<file path="src/rtl/pgwalk_pkg.sv">
package pgwalk_pkg;
  typedef enum logic [2:0] {
    S_IDLE  = 3'd0,
    S_L1_RD = 3'd1,
    S_L1_WT = 3'd2,
    S_L2_RD = 3'd3,
    S_L2_WT = 3'd4,
    S_DONE  = 3'd5
  } walk_st_e;

  typedef enum logic {
    LVL_ONE = 1'b0,
    LVL_TWO = 1'b1
  } walk_lvl_e;
endpackage

</file>
<file path="src/rtl/pgwalk_idx.sv">
module pgwalk_idx #(
  parameter int VA_W      = 32,
  parameter int OFF_W     = 12,
  parameter int IDX1_W    = 10,
  parameter int IDX2_W    = 10,
  parameter int ENT_SHIFT = 2
) (
  input  logic [VA_W-1:0]       vaddr,
  input  logic [VA_W-1:0]       base_l1,
  input  logic [VA_W-OFF_W-1:0] frame_l1,
  input  logic                  sel_l2,
  output logic [VA_W-1:0]       ent_addr
);
  localparam int FRAME_W = VA_W - OFF_W;

  logic [IDX1_W-1:0] idx1;
  logic [IDX2_W-1:0] idx2;
  logic [VA_W-1:0]   off1, off2, base2;

  assign idx1  = vaddr[VA_W-1 -: IDX1_W];
  assign idx2  = vaddr[OFF_W +: IDX2_W];
  assign off1  = {{(VA_W-IDX1_W){1'b0}}, idx1} << ENT_SHIFT;
  assign off2  = {{(VA_W-IDX2_W){1'b0}}, idx2} << ENT_SHIFT;
  assign base2 = {frame_l1[FRAME_W-1:0], {OFF_W{1'b0}}};

  assign ent_addr = sel_l2 ? (base2 + off2) : (base_l1 + off1);
endmodule

</file>
<file path="src/rtl/pgwalk_pte_dec.sv">
module pgwalk_pte_dec #(
  parameter int PTE_W   = 32,
  parameter int FRAME_W = 20,
  parameter int RES_BIT = 0
) (
  input  logic [PTE_W-1:0]   pte,
  output logic [FRAME_W-1:0] frame,
  output logic               resident
);
  assign frame    = pte[PTE_W-1 -: FRAME_W];
  assign resident = pte[RES_BIT];
endmodule

</file>
<file path="src/rtl/pgwalk_ctrl.sv">
module pgwalk_ctrl
  import pgwalk_pkg::*;
#(
  parameter int VA_W    = 32,
  parameter int FRAME_W = 20
) (
  input  logic               clk,
  input  logic               rst_n,
  input  logic               req_valid,
  input  logic [VA_W-1:0]    req_vaddr,
  input  logic [VA_W-1:0]    root_base,
  output logic               req_ready,
  output logic               busy,
  output logic               mem_rd_valid,
  input  logic               mem_rd_ready,
  input  logic               mem_rsp_valid,
  output logic               mem_rsp_ready,
  input  logic [FRAME_W-1:0] pte_frame,
  input  logic               pte_resident,
  output logic               sel_l2,
  output logic [VA_W-1:0]    va_q,
  output logic [VA_W-1:0]    root_q,
  output logic [FRAME_W-1:0] frame1_q,
  output logic               rsp_valid,
  input  logic               rsp_ready,
  output logic               rsp_fault,
  output walk_lvl_e          rsp_lvl,
  output logic [FRAME_W-1:0] rsp_ppn
);
  walk_st_e st, st_nx;

  assign req_ready     = (st == S_IDLE);
  assign busy          = (st != S_IDLE);
  assign mem_rd_valid  = (st == S_L1_RD) || (st == S_L2_RD);
  assign mem_rsp_ready = (st == S_L1_WT) || (st == S_L2_WT);
  assign sel_l2        = (st == S_L2_RD) || (st == S_L2_WT);
  assign rsp_valid     = (st == S_DONE);

  always_comb begin
    st_nx = st;
    unique case (st)
      S_IDLE:  if (req_valid) st_nx = S_L1_RD;
      S_L1_RD: if (mem_rd_ready) st_nx = S_L1_WT;
      S_L1_WT: if (mem_rsp_valid) st_nx = pte_resident ? S_L2_RD : S_DONE;
      S_L2_RD: if (mem_rd_ready) st_nx = S_L2_WT;
      S_L2_WT: if (mem_rsp_valid) st_nx = S_DONE;
      S_DONE:  if (rsp_ready) st_nx = S_IDLE;
      default: st_nx = S_IDLE;
    endcase
  end

  always_ff @(posedge clk) begin
    if (!rst_n) begin
      st <= S_IDLE;
    end else begin
      st <= st_nx;
    end
  end

  always_ff @(posedge clk) begin
    if (!rst_n) begin
      va_q      <= '0;
      root_q    <= '0;
      frame1_q  <= '0;
      rsp_fault <= 1'b0;
      rsp_lvl   <= LVL_ONE;
      rsp_ppn   <= '0;
    end else begin
      if (st == S_IDLE && req_valid) begin
        va_q   <= req_vaddr;
        root_q <= root_base;
      end
      if (st == S_L1_WT && mem_rsp_valid) begin
        frame1_q <= pte_frame;
        if (!pte_resident) begin
          rsp_fault <= 1'b1;
          rsp_lvl   <= LVL_ONE;
          rsp_ppn   <= '0;
        end
      end
      if (st == S_L2_WT && mem_rsp_valid) begin
        rsp_lvl <= LVL_TWO;
        if (pte_resident) begin
          rsp_fault <= 1'b0;
          rsp_ppn   <= pte_frame;
        end else begin
          rsp_fault <= 1'b1;
          rsp_ppn   <= '0;
        end
      end
    end
  end
endmodule

</file>
<file path="src/rtl/pgwalk_top.sv">
module pgwalk_top #(
  parameter int VA_W      = 32,
  parameter int OFF_W     = 12,
  parameter int IDX1_W    = 10,
  parameter int IDX2_W    = 10,
  parameter int ENT_SHIFT = 2,
  parameter int RES_BIT   = 0
) (
  input  logic                  clk,
  input  logic                  rst_n,
  input  logic                  req_valid,
  output logic                  req_ready,
  input  logic [VA_W-1:0]       req_vaddr,
  input  logic [VA_W-1:0]       root_base,
  output logic                  busy,
  output logic                  mem_rd_valid,
  input  logic                  mem_rd_ready,
  output logic [VA_W-1:0]       mem_rd_addr,
  input  logic                  mem_rsp_valid,
  output logic                  mem_rsp_ready,
  input  logic [VA_W-1:0]       mem_rsp_data,
  output logic                  rsp_valid,
  input  logic                  rsp_ready,
  output logic                  rsp_fault,
  output logic                  rsp_fault_lvl,
  output logic [VA_W-OFF_W-1:0] rsp_ppn,
  output logic [VA_W-1:0]       rsp_paddr
);
  import pgwalk_pkg::*;

  localparam int FRAME_W = VA_W - OFF_W;

  logic [FRAME_W-1:0] pte_frame, frame1_q;
  logic               pte_resident, sel_l2;
  logic [VA_W-1:0]    va_q, root_q;
  walk_lvl_e          rsp_lvl;

  pgwalk_pte_dec #(
    .PTE_W(VA_W), .FRAME_W(FRAME_W), .RES_BIT(RES_BIT)
  ) u_dec (
    .pte(mem_rsp_data), .frame(pte_frame), .resident(pte_resident)
  );

  pgwalk_idx #(
    .VA_W(VA_W), .OFF_W(OFF_W), .IDX1_W(IDX1_W), .IDX2_W(IDX2_W),
    .ENT_SHIFT(ENT_SHIFT)
  ) u_idx (
    .vaddr(va_q), .base_l1(root_q), .frame_l1(frame1_q),
    .sel_l2(sel_l2), .ent_addr(mem_rd_addr)
  );

  pgwalk_ctrl #(
    .VA_W(VA_W), .FRAME_W(FRAME_W)
  ) u_ctrl (
    .clk(clk), .rst_n(rst_n),
    .req_valid(req_valid), .req_vaddr(req_vaddr), .root_base(root_base),
    .req_ready(req_ready), .busy(busy),
    .mem_rd_valid(mem_rd_valid), .mem_rd_ready(mem_rd_ready),
    .mem_rsp_valid(mem_rsp_valid), .mem_rsp_ready(mem_rsp_ready),
    .pte_frame(pte_frame), .pte_resident(pte_resident),
    .sel_l2(sel_l2), .va_q(va_q), .root_q(root_q), .frame1_q(frame1_q),
    .rsp_valid(rsp_valid), .rsp_ready(rsp_ready),
    .rsp_fault(rsp_fault), .rsp_lvl(rsp_lvl), .rsp_ppn(rsp_ppn)
  );

  assign rsp_fault_lvl = (rsp_lvl == LVL_TWO);
  assign rsp_paddr     = {rsp_ppn, va_q[OFF_W-1:0]};
endmodule

</file>
<file path="config.mk">
export PLATFORM = sky130hd
export DESIGN_NAME = pgwalk_top
export DESIGN_NICKNAME = d
export VERILOG_FILES = /design/src/rtl/pgwalk_pkg.sv /design/src/rtl/pgwalk_idx.sv /design/src/rtl/pgwalk_pte_dec.sv /design/src/rtl/pgwalk_ctrl.sv /design/src/rtl/pgwalk_top.sv
export SDC_FILE = /design/constraint.sdc
export NUM_CORES = 1
export LEC_CHECK = 0
export ABC_AREA = 0
export BUFFER_PORTS_ARGS = -buffer_cell sky130_fd_sc_hd__buf_2
export CELL_PAD_IN_SITES_DETAIL_PLACEMENT = 2
export CELL_PAD_IN_SITES_GLOBAL_PLACEMENT = 2
export CORE_ASPECT_RATIO = 1.75
export CORE_MARGIN = 5
export CORE_UTILIZATION = 28
export CTS_CLUSTER_SIZE = 14
export DETAILED_ROUTE_END_ITERATION = 10
export PLACE_DENSITY_LB_ADDON = 0.12
export SYNTH_ARGS = -nofsm -noshare
export SYNTH_HDL_FRONTEND = slang
export SYNTH_SLANG_ARGS = --single-unit
export TNS_END_PERCENT = 20
</file>
<file path="constraint.sdc">
create_clock -name clk -period 2.8 [get_ports clk]
set_clock_uncertainty 0.1 [all_clocks]
set_input_delay 0.14 -clock clk [delete_from_list [all_inputs] [get_ports clk]]
set_output_delay 0.14 -clock clk [all_outputs]
set_load 0.005 [all_outputs]
</file>
* Word level (Yosys, flattened, before mapping)
Index checks and enable logic that the tools add are counted.
** Storage, ports and cells
- Register bits :: 109
- Bits of input ports :: 102
- Output and inout bits :: 91
- Logic and storage cells :: 52
** Operators by class
- $add $sub $neg :: 2
- Equality and inequality tests :: 12
- Mux-type cells :: 20
- Reductions and logical operators :: 11
** Operators with widths (count)
- $mux W20 :: 4
- $add A32 B12 Y32 :: 2
- $mux W32 :: 1
- $mux W3 :: 7
- $pmux W3 S6 :: 1
- $ne A2 B2 Y1 const B :: 5
- $mux W1 :: 7
- $eq A3 B2 Y1 const B :: 2
- $eq A3 B3 Y1 const B :: 2
- $reduce_and A6 Y1 :: 1
- $ne A2 B1 Y1 const B :: 2
- $eq A3 B1 Y1 const B :: 1
- $logic_and A1 B1 Y1 :: 3
- $logic_not A3 Y1 :: 1
- $logic_or A1 B1 Y1 :: 3
- $reduce_bool A3 Y1 :: 1
- $reduce_and A2 Y1 :: 1
- $reduce_bool A2 Y1 :: 1

* Depth between registers and ports, before layout
- Depth after elaboration :: 4
- Depth in mapped cells :: 8
- Gate-level depth less buffers :: 8

* Modules after synthesis
A second synthesis with hierarchy kept.
** Second synthesis, totals
- Cells, all modules :: 717
- Area total of the unflattened synthesis :: 5761.8 um2
** Modules (own cells, without submodules)
- pgwalk_ctrl :: times used 1, cells an instance 483, area an instance 4196.5 um2, seq. area each 2182.1 um2
- pgwalk_idx :: times used 1, cells an instance 193, area an instance 1257.5 um2, seq. area each 0.0 um2
- pgwalk_pte_dec :: times used 1, cells an instance 21, area an instance 157.7 um2, seq. area each 0.0 um2
- pgwalk_top :: times used 1, cells an instance 20, area an instance 150.1 um2, seq. area each 0.0 um2

* Least setup slack after synthesis
Ideal clock, no wire load.
- Kind :: reg-to-output
- Start point :: register u_ctrl.root_q[5]
- End point :: output port mem_rd_addr[25]
- Arrival time :: 2.016 ns
- Required time :: 2.560 ns
- Slack :: 0.544 ns
- Stages on the path, launching flop included :: 9
- Buffers on the path :: 1
- Path through :: dfxtp_1 > ha_1 > a21o_1 > a21oi_1 > a211o_1 > and2_4 > buf_6 > or4_1 > a31oi_1
** On the way
- Longest elaborated chain between the ends :: 2
** RTL lines
- start, declared :: line pgwalk_ctrl.sv:22 : output logic [VA_W-1:0] root_q,
- start signal, assigned :: line pgwalk_ctrl.sv:71 : root_q <= root_base;
- $add A32 B12 Y32 :: line pgwalk_idx.sv:26 : assign ent_addr = sel_l2 ? (base2 + off2) : (base_l1 + off1);
- $mux W32 :: line pgwalk_idx.sv:26
- end, declared :: line pgwalk_top.sv:18 : output logic [VA_W-1:0] mem_rd_addr,
Every way passes these cells.

* Worst setup path in the final report
- Start point :: register u_ctrl.va_q[23]
- End point :: output port mem_rd_addr[21]
** On the way
- Longest elaborated chain between the ends :: 2
** RTL lines
- start, declared :: line pgwalk_ctrl.sv:21 : output logic [VA_W-1:0] va_q,
- start signal, assigned :: line pgwalk_ctrl.sv:70 : va_q <= req_vaddr;
- $add A32 B12 Y32 :: line pgwalk_idx.sv:26
- $mux W32 :: line pgwalk_idx.sv:26
Every way passes these cells.

==> results.tsv <==
stage	metric	value	unit
detailed_routing	DR vias	5673	
synth	Syn Inst Count	708	
setup_path	crit path max fanout	6	
sta	fmax	358	MHz
finish	Area Growth Syn to Fin	41.9	%
synth	Yosys cell types	41	
cts	Clock Tree Root	clkbuf_16	
sta	Final min period	2.80	ns
pwr	Pleak	3.26	nW
cts	CTS tree	built	
detailed_routing	wire length per cell after detailed routing	17.4	microns
finish	share of layout cells above drive strength 1	27.3	%
min_path	hold endpoint	u_ctrl.st[2]	
setup_path	reg2reg setup slack	0.62	ns
place	IO Port Bufs	181	
setup_path	FF-to-FF Start	u_ctrl.st[2]	
finish	n_diodes	0	
floorplan	CORE AREA	19600	sq um
grt	initial antenna violation count	0	
floorplan	die width	116	microns
sta	Tcrit/Tclk final	99.9	%
synth	cell taking the most area after synthesis	dfxtp_1	
pwr	Pwr Total	3.82	mW
floorplan	Die H	196	microns
setup_path	Startpoint Class	register	
synth	Ys Warns	0	
cts	clock-pin slew on the worst setup and hold paths	0.08	ns
place	DP Worst Slack	0.171	ns
finish	Fillers	2269	
finish	Nets	1038	
cts	H-tree levels	3	
pwr	Pwr per Cell Area	488	nW/um^2
setup_path	Critical Path End Type	output pin	
grt	vias in the first global route	6288	
floorplan	Core Rows	68	
setup_path	FF-to-FF path depth	5	
synth	Post-synth EDFFs	0	
synth	prevailing post-synth register cell	dfxtp_1	
min_path	Worst Hold Class	input pin to register	
detailed_routing	number of remaining DRC errors	0	
place	dpl cells	1067	
grt	pin count of the biggest net entering global routing	65	
run_status	run status	complete, no violations	
grt	global router's overall resource usage	18.0	%
sta	worst setup margin	0.00407	ns
place	HPWL after detailed placement	14800	microns
pwr	Max VDD drop	0.278	mV
setup_path	WS Path Type	register to output pin	
synth	Post-synth ARST share	0	%
synth	Synth Register Bits	109	
cts	clk sinks	109	
sta	Slew HR	52.2	%
cts	Worst-Skew Late Latency	0.35	ns
finish	most common cell after layout, fill and taps aside	nand2_1	
floorplan	Initial Util	28.2	%
min_path	Hold Crit Start	rsp_ready	
finish	commonest cells after routing, fill and taps aside	nand2_1 (209), buf_2 (181), dfxtp_1 (104)	
finish	fin cells	1175	
synth	Syn Nets	821	
sta	RSZ-0062 raised after global routing	yes	
setup_path	reg2reg end	u_ctrl.rsp_ppn[17]	
flow_run	Max Cap Violations	0	
min_path	Hold Path Depth	3	
detailed_routing	Vias/cell	4.83	
setup_path	WP data arrival	2.56	ns
sta	Final Hold Vio Count	0	
grt	global route total overflow	0	
cts	clk buf depth	2	
detailed_routing	First-pass DRT Iterations	4	
sta	Slew @ Worst Pin	0.715	ns
sta	Final setup viols	0	
synth	average size of a mapped cell	7.78	sq um
sta	max-slew violations	0	
detailed_routing	antenna viol nets, final	0	
synth	top cells by area, synth	dfxtp_1 (40%), nand2_1 (14%), a21boi_0 (12%)	
detailed_routing	total wire length	20400	microns
synth	Mapped Area	5510	sq um
synth	top cell type's share of synthesized area	39.6	%
cts	CTS Buf Count	9	
synth	register area share after synthesis	39.6	%
floorplan	Die Footprint	22700	sq um
floorplan	IO Pins	193	
grt	first-pass GRT wire length	32600	microns
detailed_routing	DR iter-0 viols	137	
place	routability cong.	0.797	
setup_path	CP Data Required Time	2.56	ns
-- kinds of logic (layout without fill, tap and decap cells) --
family                   Yosys count  count (layout)  synth area share, %
AND/OR/NAND/NOR                  304             305                 24.0
adder cells (fa/ha/maj)           11              11                 2.63
buffers and inverters             84             305                 8.17
XOR/XNOR                          22              22                 3.50
multiplexers                       1               1                0.204
AO/OA/AOI/OAI                    177             177                 21.9
flip-flops                       109             109                 39.6
-- how the worst max path moves through the flow --
| stage | startpoint | end | slack (ns) | cells after the start |
|---|---|---|---|---|
| 2_1_floorplan | u_ctrl.root_q[5] | mem_rd_addr[25] | 0.54 | 8 |
| 3_3_place_gp | u_ctrl.root_q[5] | mem_rd_addr[21] | 0.22 | 8 |
| 3_5_place_dp | u_ctrl.root_q[10] | mem_rd_addr[21] | 0.17 | 8 |
| 4_1_cts | u_ctrl.va_q[23] | mem_rd_addr[21] | -0.03 | 8 |
| 5_1_grt | u_ctrl.root_q[5] | mem_rd_addr[21] | -0.07 | 8 |
| 6_report | u_ctrl.va_q[23] | mem_rd_addr[21] | 0.004 | 8 |
-- report_power, final --
group / internal, mW / switching, mW / total (mW) / leakage, nW
combinational: 0.378 / 0.417 / 0.795 / 2.23
sequential: 1.64 / 0.0820 / 1.72 / 0.890
clock: 0.700 / 0.605 / 1.30 / 0.140
total: 2.72 / 1.10 / 3.82 / 3.26
-- what timing repair did --
action / CTS / global route
endpoints found under the setup margin: 20 / 21
cloned: 1 / 0
pin swaps: 8 / 9
hold buffers: 84 / 0
resized for setup: 25 / 25
buffers inserted: 4 / 3
endpoints found under the hold margin: 96 / 0
-- final cells by class --
| cell class | instances | area, sq um | share of cell area [%] |
|---|---|---|---|
| well taps | 245 | 307 | 3.92 |
| repair buffers | 282 | 1900 | 24.3 |
| flip-flops and latches | 109 | 2190 | 28.0 |
| clock inverters | 5 | 60.1 | 0.768 |
| multi-input cells | 516 | 3110 | 39.7 |
| clock buffers | 11 | 233 | 2.98 |
| inverters | 7 | 26.3 | 0.336 |
-- sequential cells by signal, summed over array words and instances, names as in the netlist --
signal            count
u_ctrl.rsp_ppn       20
u_ctrl.rsp_lvl        1
u_ctrl.root_q        32
u_ctrl.rsp_fault      1
u_ctrl.st             3
u_ctrl.frame1_q      20
u_ctrl.va_q          32
-- synthesized netlist by cell type, drive strengths merged, types with 6 or more instances --
library cell / n
a21boi: 85
a21oi: 18
a22oi: 20
a31oi: 7
and3: 8
buf: 40
clkbuf: 37
dfxtp: 109
ha: 10
inv: 7
nand2: 210
nand3: 13
nand4: 6
nor2: 21
nor2b: 21
o21ai: 30
or4: 6
xnor2: 9
xor2: 13
-- per-layer routing --
metal  vias up  GRT usage [%]  part of all wire [%]
met5         -              0                     0
met4         0           6.32                   2.3
met3        28           2.51                   3.8
met2       124           34.1                    54
met1      2748           19.8                    39
li1       2773              -                     -
-- stage by stage --
step | util [%] | cell area (sq um) | hold slack [ns] | setup TNS [ns]
2_1_floorplan | - | 5510 | 0.185 | 0
3_5_place_dp | 32.8 | 6420 | 0.301 | 0
3_3_place_gp | 32.8 | 6420 | 0.290 | 0
5_1_grt | 40.0 | 7820 | 0.0505 | -0.264
4_1_cts | 39.3 | 7700 | 0.0252 | -0.0543
6_report | 40.0 | 7820 | 0.0469 | 0
-- critical path, stage by stage (launching register included) --
cell	delay, ns
dfxtp_2	0.34
ha_4	0.26
a21o_2	0.12
nand4_1	0.12
a211o_1	0.39
and2_4	0.20
or4_4	0.43
a31oi_4	0.20
buf_2	0.14
Power figures use the tool's default switching activity.
